$ cat src/rtl/dma_seq_pkg.sv
package dma_seq_pkg;
  localparam int unsigned CTRL_W   = 8;
  localparam int unsigned BIT_WORD = 7;
  localparam int unsigned BIT_DEC  = 6;
  localparam int unsigned BIT_RPT  = 5;

  typedef enum logic [1:0] {
    MODE_SEQ    = 2'd0,
    MODE_REPEAT = 2'd1,
    MODE_IDLE   = 2'd2
  } mode_e;

  typedef enum logic [1:0] {
    SEL_CTRL  = 2'd0,
    SEL_ADDR  = 2'd1,
    SEL_COUNT = 2'd2,
    SEL_NONE  = 2'd3
  } sel_e;
endpackage

$ cat src/rtl/dma_ctrl_reg.sv
module dma_ctrl_reg
  import dma_seq_pkg::*;
(
  input  logic              clk_i,
  input  logic              rst_ni,
  input  logic              standby_i,
  input  logic              we_i,
  input  logic [CTRL_W-1:0] wdata_i,
  input  logic              ie_i,
  output logic [CTRL_W-1:0] ctrl_o,
  output logic              word_o,
  output logic              dec_o,
  output mode_e             mode_o
);
  logic [CTRL_W-1:0] ctrl_q;

  always_ff @(posedge clk_i or negedge rst_ni) begin
    if (!rst_ni)        ctrl_q <= '0;
    else if (standby_i) ctrl_q <= '0;
    else if (we_i)      ctrl_q <= wdata_i;
  end

  always_comb begin
    unique case ({ctrl_q[BIT_RPT], ie_i})
      2'b10:   mode_o = MODE_REPEAT;
      2'b11:   mode_o = MODE_IDLE;
      default: mode_o = MODE_SEQ;
    endcase
  end

  assign ctrl_o = ctrl_q;
  assign word_o = ctrl_q[BIT_WORD];
  assign dec_o  = ctrl_q[BIT_DEC];

  assert_standby_clear_R2: assert property (@(posedge clk_i) disable iff (!rst_ni)
    standby_i |=> (ctrl_q == '0));
endmodule

$ cat src/rtl/dma_addr_seq.sv
module dma_addr_seq
  import dma_seq_pkg::*;
#(
  parameter int unsigned AW = 24
) (
  input  logic          clk_i,
  input  logic          rst_ni,
  input  logic          we_i,
  input  logic [AW-1:0] wdata_i,
  input  logic          done_i,
  input  logic          last_i,
  input  mode_e         mode_i,
  input  logic          word_i,
  input  logic          dec_i,
  output logic [AW-1:0] addr_o
);
  logic [AW-1:0] addr_q, shadow_q, step;

  assign step = word_i ? AW'(2) : AW'(1);

  always_ff @(posedge clk_i or negedge rst_ni) begin
    if (!rst_ni) begin
      addr_q   <= '0;
      shadow_q <= '0;
    end else if (we_i) begin
      addr_q   <= wdata_i;
      shadow_q <= wdata_i;
    end else if (done_i) begin
      if (mode_i == MODE_REPEAT && last_i) addr_q <= shadow_q;
      else if (mode_i != MODE_IDLE)        addr_q <= dec_i ? addr_q - step : addr_q + step;
    end
  end

  assign addr_o = addr_q;

  assert_idle_hold_R5: assert property (@(posedge clk_i) disable iff (!rst_ni)
    (done_i && !we_i && mode_i == MODE_IDLE) |=> $stable(addr_q));
  assert_addr_write_wins_R9: assert property (@(posedge clk_i) disable iff (!rst_ni)
    we_i |=> (addr_q == $past(wdata_i)));
  assert_repeat_reload_R8: assert property (@(posedge clk_i) disable iff (!rst_ni)
    (done_i && last_i && !we_i && mode_i == MODE_REPEAT) |=> (addr_q == $past(shadow_q)));
endmodule

$ cat src/rtl/dma_xfer_cnt.sv
module dma_xfer_cnt
  import dma_seq_pkg::*;
#(
  parameter int unsigned CW = 16
) (
  input  logic          clk_i,
  input  logic          rst_ni,
  input  logic          we_i,
  input  logic [CW-1:0] wdata_i,
  input  logic          strobe_i,
  input  mode_e         mode_i,
  input  logic          ie_i,
  output logic          done_o,
  output logic          last_o,
  output logic [CW-1:0] cnt_o,
  output logic          active_o,
  output logic          irq_o
);
  logic [CW-1:0] cnt_q, shadow_q;
  logic          active_q, irq_q;

  // a count write masks the strobe of the same cycle
  assign done_o = strobe_i && active_q && !we_i;
  assign last_o = (cnt_q == CW'(1));

  always_ff @(posedge clk_i or negedge rst_ni) begin
    if (!rst_ni) begin
      cnt_q    <= '0;
      shadow_q <= '0;
      active_q <= 1'b0;
      irq_q    <= 1'b0;
    end else begin
      irq_q <= done_o && last_o && (mode_i != MODE_REPEAT) && ie_i;
      if (we_i) begin
        cnt_q    <= wdata_i;
        shadow_q <= wdata_i;
        active_q <= (wdata_i != '0);
      end else if (done_o) begin
        if (!last_o)                    cnt_q <= cnt_q - CW'(1);
        else if (mode_i == MODE_REPEAT) cnt_q <= shadow_q;
        else begin
          cnt_q    <= '0;
          active_q <= 1'b0;
        end
      end
    end
  end

  assign cnt_o    = cnt_q;
  assign active_o = active_q;
  assign irq_o    = irq_q;

  assert_active_nonzero_R6: assert property (@(posedge clk_i) disable iff (!rst_ni)
    active_q |-> (cnt_q != '0));
  assert_irq_pulse_R7: assert property (@(posedge clk_i) disable iff (!rst_ni)
    irq_q |=> !irq_q);
  assert_irq_stop_R7: assert property (@(posedge clk_i) disable iff (!rst_ni)
    irq_q |-> (!active_q || $past(we_i)));
  assert_repeat_no_irq_R8: assert property (@(posedge clk_i) disable iff (!rst_ni)
    irq_q |-> ($past(mode_i) != MODE_REPEAT));
  assert_count_write_wins_R10: assert property (@(posedge clk_i) disable iff (!rst_ni)
    we_i |=> (cnt_q == $past(wdata_i) && !irq_q));
endmodule

$ cat src/rtl/dma_chan_seq.sv
module dma_chan_seq
  import dma_seq_pkg::*;
#(
  parameter int unsigned AW = 24,
  parameter int unsigned CW = 16
) (
  input  logic          clk_i,
  input  logic          rst_ni,
  input  logic          standby_i,
  input  logic          reg_we_i,
  input  logic [1:0]    reg_sel_i,
  input  logic [AW-1:0] reg_wdata_i,
  output logic [AW-1:0] reg_rdata_o,
  input  logic          ie_i,
  input  logic          xfer_done_i,
  output logic [AW-1:0] addr_o,
  output logic [CW-1:0] count_o,
  output logic          active_o,
  output logic          irq_o
);
  logic [CTRL_W-1:0] ctrl;
  logic              word, dec, done, last;
  logic              we_ctrl, we_addr, we_cnt;
  mode_e             mode;

  assign we_ctrl = reg_we_i && (reg_sel_i == SEL_CTRL);
  assign we_addr = reg_we_i && (reg_sel_i == SEL_ADDR);
  assign we_cnt  = reg_we_i && (reg_sel_i == SEL_COUNT);

  dma_ctrl_reg u_ctrl (
    .clk_i     (clk_i),
    .rst_ni    (rst_ni),
    .standby_i (standby_i),
    .we_i      (we_ctrl),
    .wdata_i   (reg_wdata_i[CTRL_W-1:0]),
    .ie_i      (ie_i),
    .ctrl_o    (ctrl),
    .word_o    (word),
    .dec_o     (dec),
    .mode_o    (mode)
  );

  dma_xfer_cnt #(.CW(CW)) u_cnt (
    .clk_i    (clk_i),
    .rst_ni   (rst_ni),
    .we_i     (we_cnt),
    .wdata_i  (reg_wdata_i[CW-1:0]),
    .strobe_i (xfer_done_i),
    .mode_i   (mode),
    .ie_i     (ie_i),
    .done_o   (done),
    .last_o   (last),
    .cnt_o    (count_o),
    .active_o (active_o),
    .irq_o    (irq_o)
  );

  dma_addr_seq #(.AW(AW)) u_addr (
    .clk_i   (clk_i),
    .rst_ni  (rst_ni),
    .we_i    (we_addr),
    .wdata_i (reg_wdata_i),
    .done_i  (done),
    .last_i  (last),
    .mode_i  (mode),
    .word_i  (word),
    .dec_i   (dec),
    .addr_o  (addr_o)
  );

  always_comb begin
    unique case (reg_sel_i)
      SEL_CTRL:  reg_rdata_o = AW'(ctrl);
      SEL_ADDR:  reg_rdata_o = addr_o;
      SEL_COUNT: reg_rdata_o = AW'(count_o);
      default:   reg_rdata_o = '0;
    endcase
  end
endmodule

$ cat config.mk
export PLATFORM = sky130hd
export DESIGN_NAME = dma_chan_seq
export DESIGN_NICKNAME = d
export VERILOG_FILES = /design/src/rtl/dma_seq_pkg.sv /design/src/rtl/dma_ctrl_reg.sv /design/src/rtl/dma_addr_seq.sv /design/src/rtl/dma_xfer_cnt.sv /design/src/rtl/dma_chan_seq.sv
export SDC_FILE = /design/constraint.sdc
export NUM_CORES = 1
export LEC_CHECK = 0
export BUFFER_PORTS_ARGS = -buffer_cell sky130_fd_sc_hd__buf_2
export CAP_MARGIN = 20
export CORE_AREA = 2 2 106 98
export DETAILED_ROUTE_END_ITERATION = 6
export DIE_AREA = 0 0 108 100
export GPL_TIMING_DRIVEN = 1
export PLACE_DENSITY = 0.87
export SLEW_MARGIN = 25
export SYNTH_ARGS = -nofsm -noshare
export SYNTH_HDL_FRONTEND = slang
export SYNTH_SLANG_ARGS = --single-unit
$ cat constraint.sdc
create_clock -name clk_i -period 4.5 [get_ports clk_i]
set_input_delay 0 -clock clk_i [delete_from_list [all_inputs] [get_ports clk_i]]
set_output_delay 0 -clock clk_i [all_outputs]
set_load 0.02 [all_outputs]
# After elaboration in Yosys (flattened, before gate mapping)
# Index checks and enable logic that the tools add are counted.
word_totals:
  reg_bits: 90
  elab_cells: 56
  inputBits: 32
classes:
  n_mux: 18
  add_sub_neg: 3
  eq_ne: 9
  reduce_logical: 19
ops:
  columns: ["cell", "n"]
  rows:
  - ["24-bit 2-to-1 mux", 5]
  - ["24-bit one-hot mux with 3 select lines", 1]
  - ["16-bit 2-to-1 mux", 4]
  - ["24-bit adder", 1]
  - ["24-bit subtractor", 1]
  - ["16-bit by 1-bit == test with 1-bit output, second input constant", 1]
  - ["8-bit 2-to-1 mux", 2]
  - ["16-bit nonzero test", 1]
  - ["16-bit by 1-bit subtractor with 16-bit output, second input constant", 1]
  - ["1-bit logical AND", 9]
  - ["2-bit nonzero test", 4]
  - ["2-bit == test, second input constant", 3]
  - ["2-bit by 1-bit == test with 1-bit output, second input constant", 2]
  - ["1-bit 2-to-1 mux", 4]
  - ["2-bit != test, second input constant", 2]
  - ["2-bit one-hot mux with 2 select lines", 1]
  - ["3-bit AND reduction", 1]
  - ["3-bit nonzero test", 1]
  - ["2-bit zero test", 1]
  - ["2-bit 2-to-1 mux", 1]
  - ["2-bit by 1-bit != test with 1-bit output, second input constant", 1]
  - ["2-bit AND reduction", 1]
  - ["1-bit zero test", 1]

# Depth between registers and ports, before layout
logic_depth:
  word_depth: 7
  mapped_depth: 12
  mapped_depth_nobuf: 12

# By module
# A second synthesis with hierarchy kept.
hier_totals:
  cells_unflattened: 646
  area_unflattened_um2: 5919.4
modules_own_cells:
  columns: ["module", "n_inst", "seq_area_each_um2", "area_per_inst_um2", "cells_each"]
  rows:
  - ["dma_addr_seq", 1, 1201.2, 3179.3, 367]
  - ["dma_xfer_cnt", 1, 850.8, 2030.7, 206]
  - ["dma_chan_seq", 1, 0.0, 356.6, 43]
  - ["dma_ctrl_reg", 1, 200.2, 352.8, 30]

# Worst setup path after synthesis
# No wires, ideal clock.
synth_path:
  path_kind: "register to register"
  from: "register u_ctrl.ctrl_q[6] (netlist: u_ctrl.ctrl_o[6])"
  to: "register u_addr.addr_q[22] (netlist: u_addr.addr_o[22])"
  arrival_ns: 2.761
  t_required_ns: 4.363
  stages_incl_launch_ff: 10
  slack_ns: 1.601
  period_less_slack_ns: 2.899
  cell_sequence: "dfrtp_1 ha_1 a21o_1 a211o_1 a2111oi_0 a21oi_1 a221o_1 a21oi_1 xor2_1 a31oi_1"
synth_via:
  elab_chain_cells: 5
synth_lines:
  columns: ["item", "line_no", "source"]
  rows:
  - ["from (decl)", "dma_ctrl_reg.sv:15", "logic [CTRL_W-1:0] ctrl_q;"]
  - ["from (signal assigned)", "dma_ctrl_reg.sv:20", "else if (we_i) ctrl_q <= wdata_i;"]
  - ["24-bit 2-to-1 mux (2 in a row)", "dma_addr_seq.sv:30", "else if (mode_i != MODE_IDLE) addr_q <= dec_i ? addr_q - step : addr_q + step;"]
  - ["24-bit 2-to-1 mux", "dma_addr_seq.sv:29", "if (mode_i == MODE_REPEAT && last_i) addr_q <= shadow_q;"]
  - ["24-bit 2-to-1 mux", "dma_addr_seq.sv:28", "end else if (done_i) begin"]
  - ["24-bit 2-to-1 mux", "dma_addr_seq.sv:25", "end else if (we_i) begin"]
  - ["to (signal assigned)", "dma_addr_seq.sv:26", "addr_q <= wdata_i;"]
  - ["to (signal assigned)", "dma_addr_seq.sv:29", null]
  - ["to (signal assigned)", "dma_addr_seq.sv:30", null]
  - ["to (decl)", "dma_addr_seq.sv:17", "logic [AW-1:0] addr_q, shadow_q, step;"]
# Every way passes these cells. The select of a mux whose other input is x is not followed.
# A chain may end at the register's enable or synchronous reset.

# Worst setup path after layout
layout_path:
  from: "register u_ctrl.ctrl_q[6] (netlist: u_ctrl.ctrl_o[6])"
  to: "register u_addr.addr_q[23] (netlist: u_addr.addr_o[23])"
# Same word-level chain as after synthesis.

==> results summary <==
In this run the worst hold path is classified as primary input to flip-flop. The clock buffer count from CTS came out at 9. The clock reaches the later pin of the worst-skew pair after 0.38 ns. The global-route wire length before repair is 27550 µm. Synthesis inferred 90 register bits.

The Yosys warning count is 0. The overall global routing resource usage came out at 32.66%. For this run, the share of the core covered by cells in the final layout is 69.50%. The share of post-route cells with drive strength above 1 is ~16%. The flow ran to the end, and the final reports show no timing, DRC or antenna violations.

The detail route stage leaves a number of antenna-violating nets equal to 0. The number of pins with negative max-slew slack in the final report is 0. The final wirelength is 17180 µm. Once placement finished, the instance area stood at between 0.006 and 0.007 mm². The tool flagged a number of max-cap violations equal to 0. The worst setup path is captured at a flip-flop. The full die area came out at 0.01080 mm². After global routing the overflow that remains totals 0. Setup violations remaining at the end of the flow were counted as 0. The root buffer cell chosen for the clock tree is sky130_fd_sc_hd__clkbuf_8. The routed via count is 6044. Across all hold checks on the routed design, the worst slack comes to between 0.009 and 0.01 ns. The startpoint identified for the worst hold timing path is xfer_done_i. The average instance area after synthesis is 8.068 µm².

The number of buffer cells added on primary ports is just under 100. The total negative slack for setup checks is 0 ns. For this design the ratio of total power to cell area is ~430 mW/mm². The number of buffers and inverters on the critical path came out at 1.

The die span in x came out at between 100 and 150 µm. After detailed routing, the number of vias per cell comes to around 6.3. The worst clock skew came out at 0.01858 ns.

The post-detailed-placement half-perimeter wirelength is 11940 µm. After synthesis, the cell types taking the most area are sky130_fd_sc_hd__dfrtp_1, sky130_fd_sc_hd__nand2_1, sky130_fd_sc_hd__ha_1. Measured against its own limit, the worst slew margin works out to 40.77%. Walking the worst path, the cells encountered are buf_4, ha_1, a21oi_1, o21ai_0, nand2b_1, a211oi_1, nor3_1, o21ai_0, mux2_2, a211oi_2.

The data arrival time at the worst-slack endpoint is 3.51 ns. The library cell appearing most often on the critical path is sky130_fd_sc_hd__o21ai_0. The maximum operating frequency is 311.3 MHz. The async set-or-reset flop fraction in the synthesized netlist is 100.0%. The largest total area in the synthesized netlist belongs to sky130_fd_sc_hd__dfrtp_1.

The largest net degree at the start of global routing is 48. The final number of hold-violating endpoints is 0. The area added between synthesis and finish is 16.42%. Routability-driven placement finished with a final weighted congestion of 0.9404. The number of enable-type register cells in the synthesized netlist is 0. The required time of the critical path came out at 4.80 ns.

After the last flow step, the layout net total stands at 890. 0 antenna diodes ended up in the layout. The worst ir drop on vdd is ~0.00027 V. The clock period minus final worst setup slack is approximately 3.2 ns. Of the available clock period, the critical path in the final layout requires 71.39%. The count of mapped cells out of synthesis came out at 729. The delay of the slowest cell on the worst path is 0.57 ns.

The initial core utilization came out at 59.70%. The number of gates resized after CTS is 0. The H-tree depth is 3.

The transition time of the tightest slew-check pin is 0.8866 ns. Summed over all cells, the static leakage comes to 0.003385 µW. The most used flip-flop cell after synthesis is sky130_fd_sc_hd__dfrtp_1. The worst setup path is launched from a flip-flop. The count of standard-cell rows is 35. The clock net sink count came out at 90. Among cell families on the critical path, the largest total delay comes from compound AO/OA/AOI/OAI gates.

The number of top-level design ports is slightly below 100. The count of TritonRoute iterations in the first routing pass is 5. The clock passes through at most 2 buffers. Clock-pin slew was measured on the worst setup and hold paths at 0.09 ns. The die span in y came out at 100 µm. The starting DRC count in detailed routing came out at 492. After synthesis, the netlist uses 64 different library cells. In this run the worst setup path begins at u_ctrl.ctrl_o[6]$_DFFE_PN0P_. The top cell types in the final layout, fill and taps aside, are sky130_fd_sc_hd__nand2_1, sky130_fd_sc_hd__buf_2, sky130_fd_sc_hd__dfrtp_1, sky130_fd_sc_hd__a21oi_1, sky130_fd_sc_hd__o21ai_0.

Once layout is done, the placed cells without fillers occupy 0.006848 mm². Dividing the detail-routed wire length by the instance count gives 17.80 µm. The number of remaining DRC errors came out at 0. The beginning of the worst register-to-register path is u_ctrl.ctrl_o[6]$_DFFE_PN0P_. On the critical path, the stage with the largest delay is an instance of sky130_fd_sc_hd__dfrtp_1. The sequential fraction of the synthesis area came out at 38.29%.

The number of global-route vias before repair was 5677. Summing every instance area after synthesis gives 0.005882 mm². Leaving out fill and tap cells, the most frequent cell in the layout is sky130_fd_sc_hd__nand2_1. Setup repair after global routing left no endpoint under its margin. The post-synthesis net count is 787.

The area share of the leading cell type in the synthesized netlist came out at 38.29%. The core region area came out at 0.009853 mm². The largest driver fanout on the critical path is 15. TritonCTS built the clock tree.

The critical path in this run is classified as flip-flop to flip-flop. The initial antenna violation count is 0. The worst-case setup margin in the final layout came out at 1.287 ns. The worst setup timing slack at the placement stage is 1.395 ns.
-- through the flow --
| stage | total power [µW] | cells |
|---|---|---|
| after CTS | 2948 | 965 |
| after floorplan | 2038 | 729 |
| after global placement | 2405 | 922 |
| after global routing | 3148 | 965 |
| after detailed placement | 2455 | 922 |
| final | 2979 | 965 |
-- worst register-to-register path: stages (launching register included) --
cell                       delay [ns]
sky130_fd_sc_hd__dfrtp_1         0.57
sky130_fd_sc_hd__buf_4           0.30
sky130_fd_sc_hd__ha_1            0.34
sky130_fd_sc_hd__a21oi_1         0.20
sky130_fd_sc_hd__o21ai_0         0.19
sky130_fd_sc_hd__nand2b_1        0.19
sky130_fd_sc_hd__a211oi_1        0.23
sky130_fd_sc_hd__nor3_1          0.10
sky130_fd_sc_hd__o21ai_0         0.41
sky130_fd_sc_hd__mux2_2          0.40
sky130_fd_sc_hd__a211oi_2        0.20
-- registers in the layout (all words and copies together) (netlist names) --
signal,count
u_cnt.cnt_o,16
u_cnt.shadow_q,16
u_cnt.active_o,1
u_addr.addr_o,24
u_cnt.irq_o,1
u_addr.shadow_q,24
u_ctrl.ctrl_o,8
-- worst paths after layout --
kind | cells after the start | end | slack [ns]
min | 4 | u_cnt.active_o$_DFFE_PN0P_ | 0.009
max reg2reg | 10 | u_addr.addr_o[23]$_DFFE_PN0P_ | 1.29
min reg2reg | 2 | u_addr.shadow_q[22]$_DFFE_PN0P_ | 0.47
max | 10 | u_addr.addr_o[23]$_DFFE_PN0P_ | 1.29
max in group asynchronous | 3 | u_addr.shadow_q[19]$_DFFE_PN0P_ | 3.29
min in group asynchronous | 2 | u_addr.addr_o[14]$_DFFE_PN0P_ | 0.16
-- per-layer routing --
layer	part of all wire (%)	global-route usage, %
met1	41	42.53
met2	47	53.31
met3	8.6	6.623
met4	2.7	13.81
met5	0	0
-- Yosys cell counts (3+ instances only) --
cell / number
sky130_fd_sc_hd__nand2_1: 183
sky130_fd_sc_hd__dfrtp_1: 90
sky130_fd_sc_hd__a21oi_1: 56
sky130_fd_sc_hd__o21ai_0: 51
sky130_fd_sc_hd__nor2_1: 49
sky130_fd_sc_hd__clkbuf_1: 28
sky130_fd_sc_hd__ha_1: 25
sky130_fd_sc_hd__mux2i_1: 23
sky130_fd_sc_hd__nand3_1: 20
sky130_fd_sc_hd__nor3_1: 16
sky130_fd_sc_hd__a31oi_1: 14
sky130_fd_sc_hd__and2_1: 13
sky130_fd_sc_hd__o211ai_1: 12
sky130_fd_sc_hd__inv_1: 11
sky130_fd_sc_hd__xor2_1: 10
sky130_fd_sc_hd__a21o_1: 8
sky130_fd_sc_hd__a22o_1: 8
sky130_fd_sc_hd__xnor2_1: 8
sky130_fd_sc_hd__buf_1: 6
sky130_fd_sc_hd__o22ai_1: 6
sky130_fd_sc_hd__buf_2: 5
sky130_fd_sc_hd__nor4_1: 5
sky130_fd_sc_hd__o31ai_1: 5
sky130_fd_sc_hd__a211oi_1: 4
sky130_fd_sc_hd__a32o_1: 4
sky130_fd_sc_hd__and3_1: 4
sky130_fd_sc_hd__nand2b_1: 4
sky130_fd_sc_hd__or3_1: 4
sky130_fd_sc_hd__a211o_1: 3
sky130_fd_sc_hd__nand4_1: 3
sky130_fd_sc_hd__nor2b_1: 3
sky130_fd_sc_hd__o21ai_1: 3
sky130_fd_sc_hd__o21bai_1: 3
-- cell type report --
class	instances	area, µm²
clock buffer	11	131.4
clock inverter	4	20.02
fill	776	3005
inverter	11	41.29
multi-input combinational	585	3398
sequential	90	2252
tap	129	161.4
timing repair buffer	135	843.3
-- cells by family after synthesis --
| kind of cell | count (synthesis) | share of synthesized area, % |
|---|---|---|
| AO/OA/AOI/OAI | 197 | 20.97 |
| AND/OR/NAND/NOR | 320 | 24.36 |
| flip-flops | 90 | 38.29 |
| buffers and inverters | 54 | 3.935 |
| multiplexers | 24 | 4.105 |
| adder cells (fa/ha/maj) | 26 | 5.658 |
| XOR/XNOR | 18 | 2.680 |
-- timing repair --
| action | 4_1_cts | 5_1_grt |
|---|---|---|
| hold endpoints to repair | 125 | 0 |
| hold buffers | 28 | 0 |
| buffers inserted | 0 | 0 |
-- report_power, final --
part           internal [µW]  switching, µW  total, µW
sequential               989            240       1230
clock                    195            288        483
combinational            479            787       1270
No activity file was read; power rests on OpenSTA's default activity.
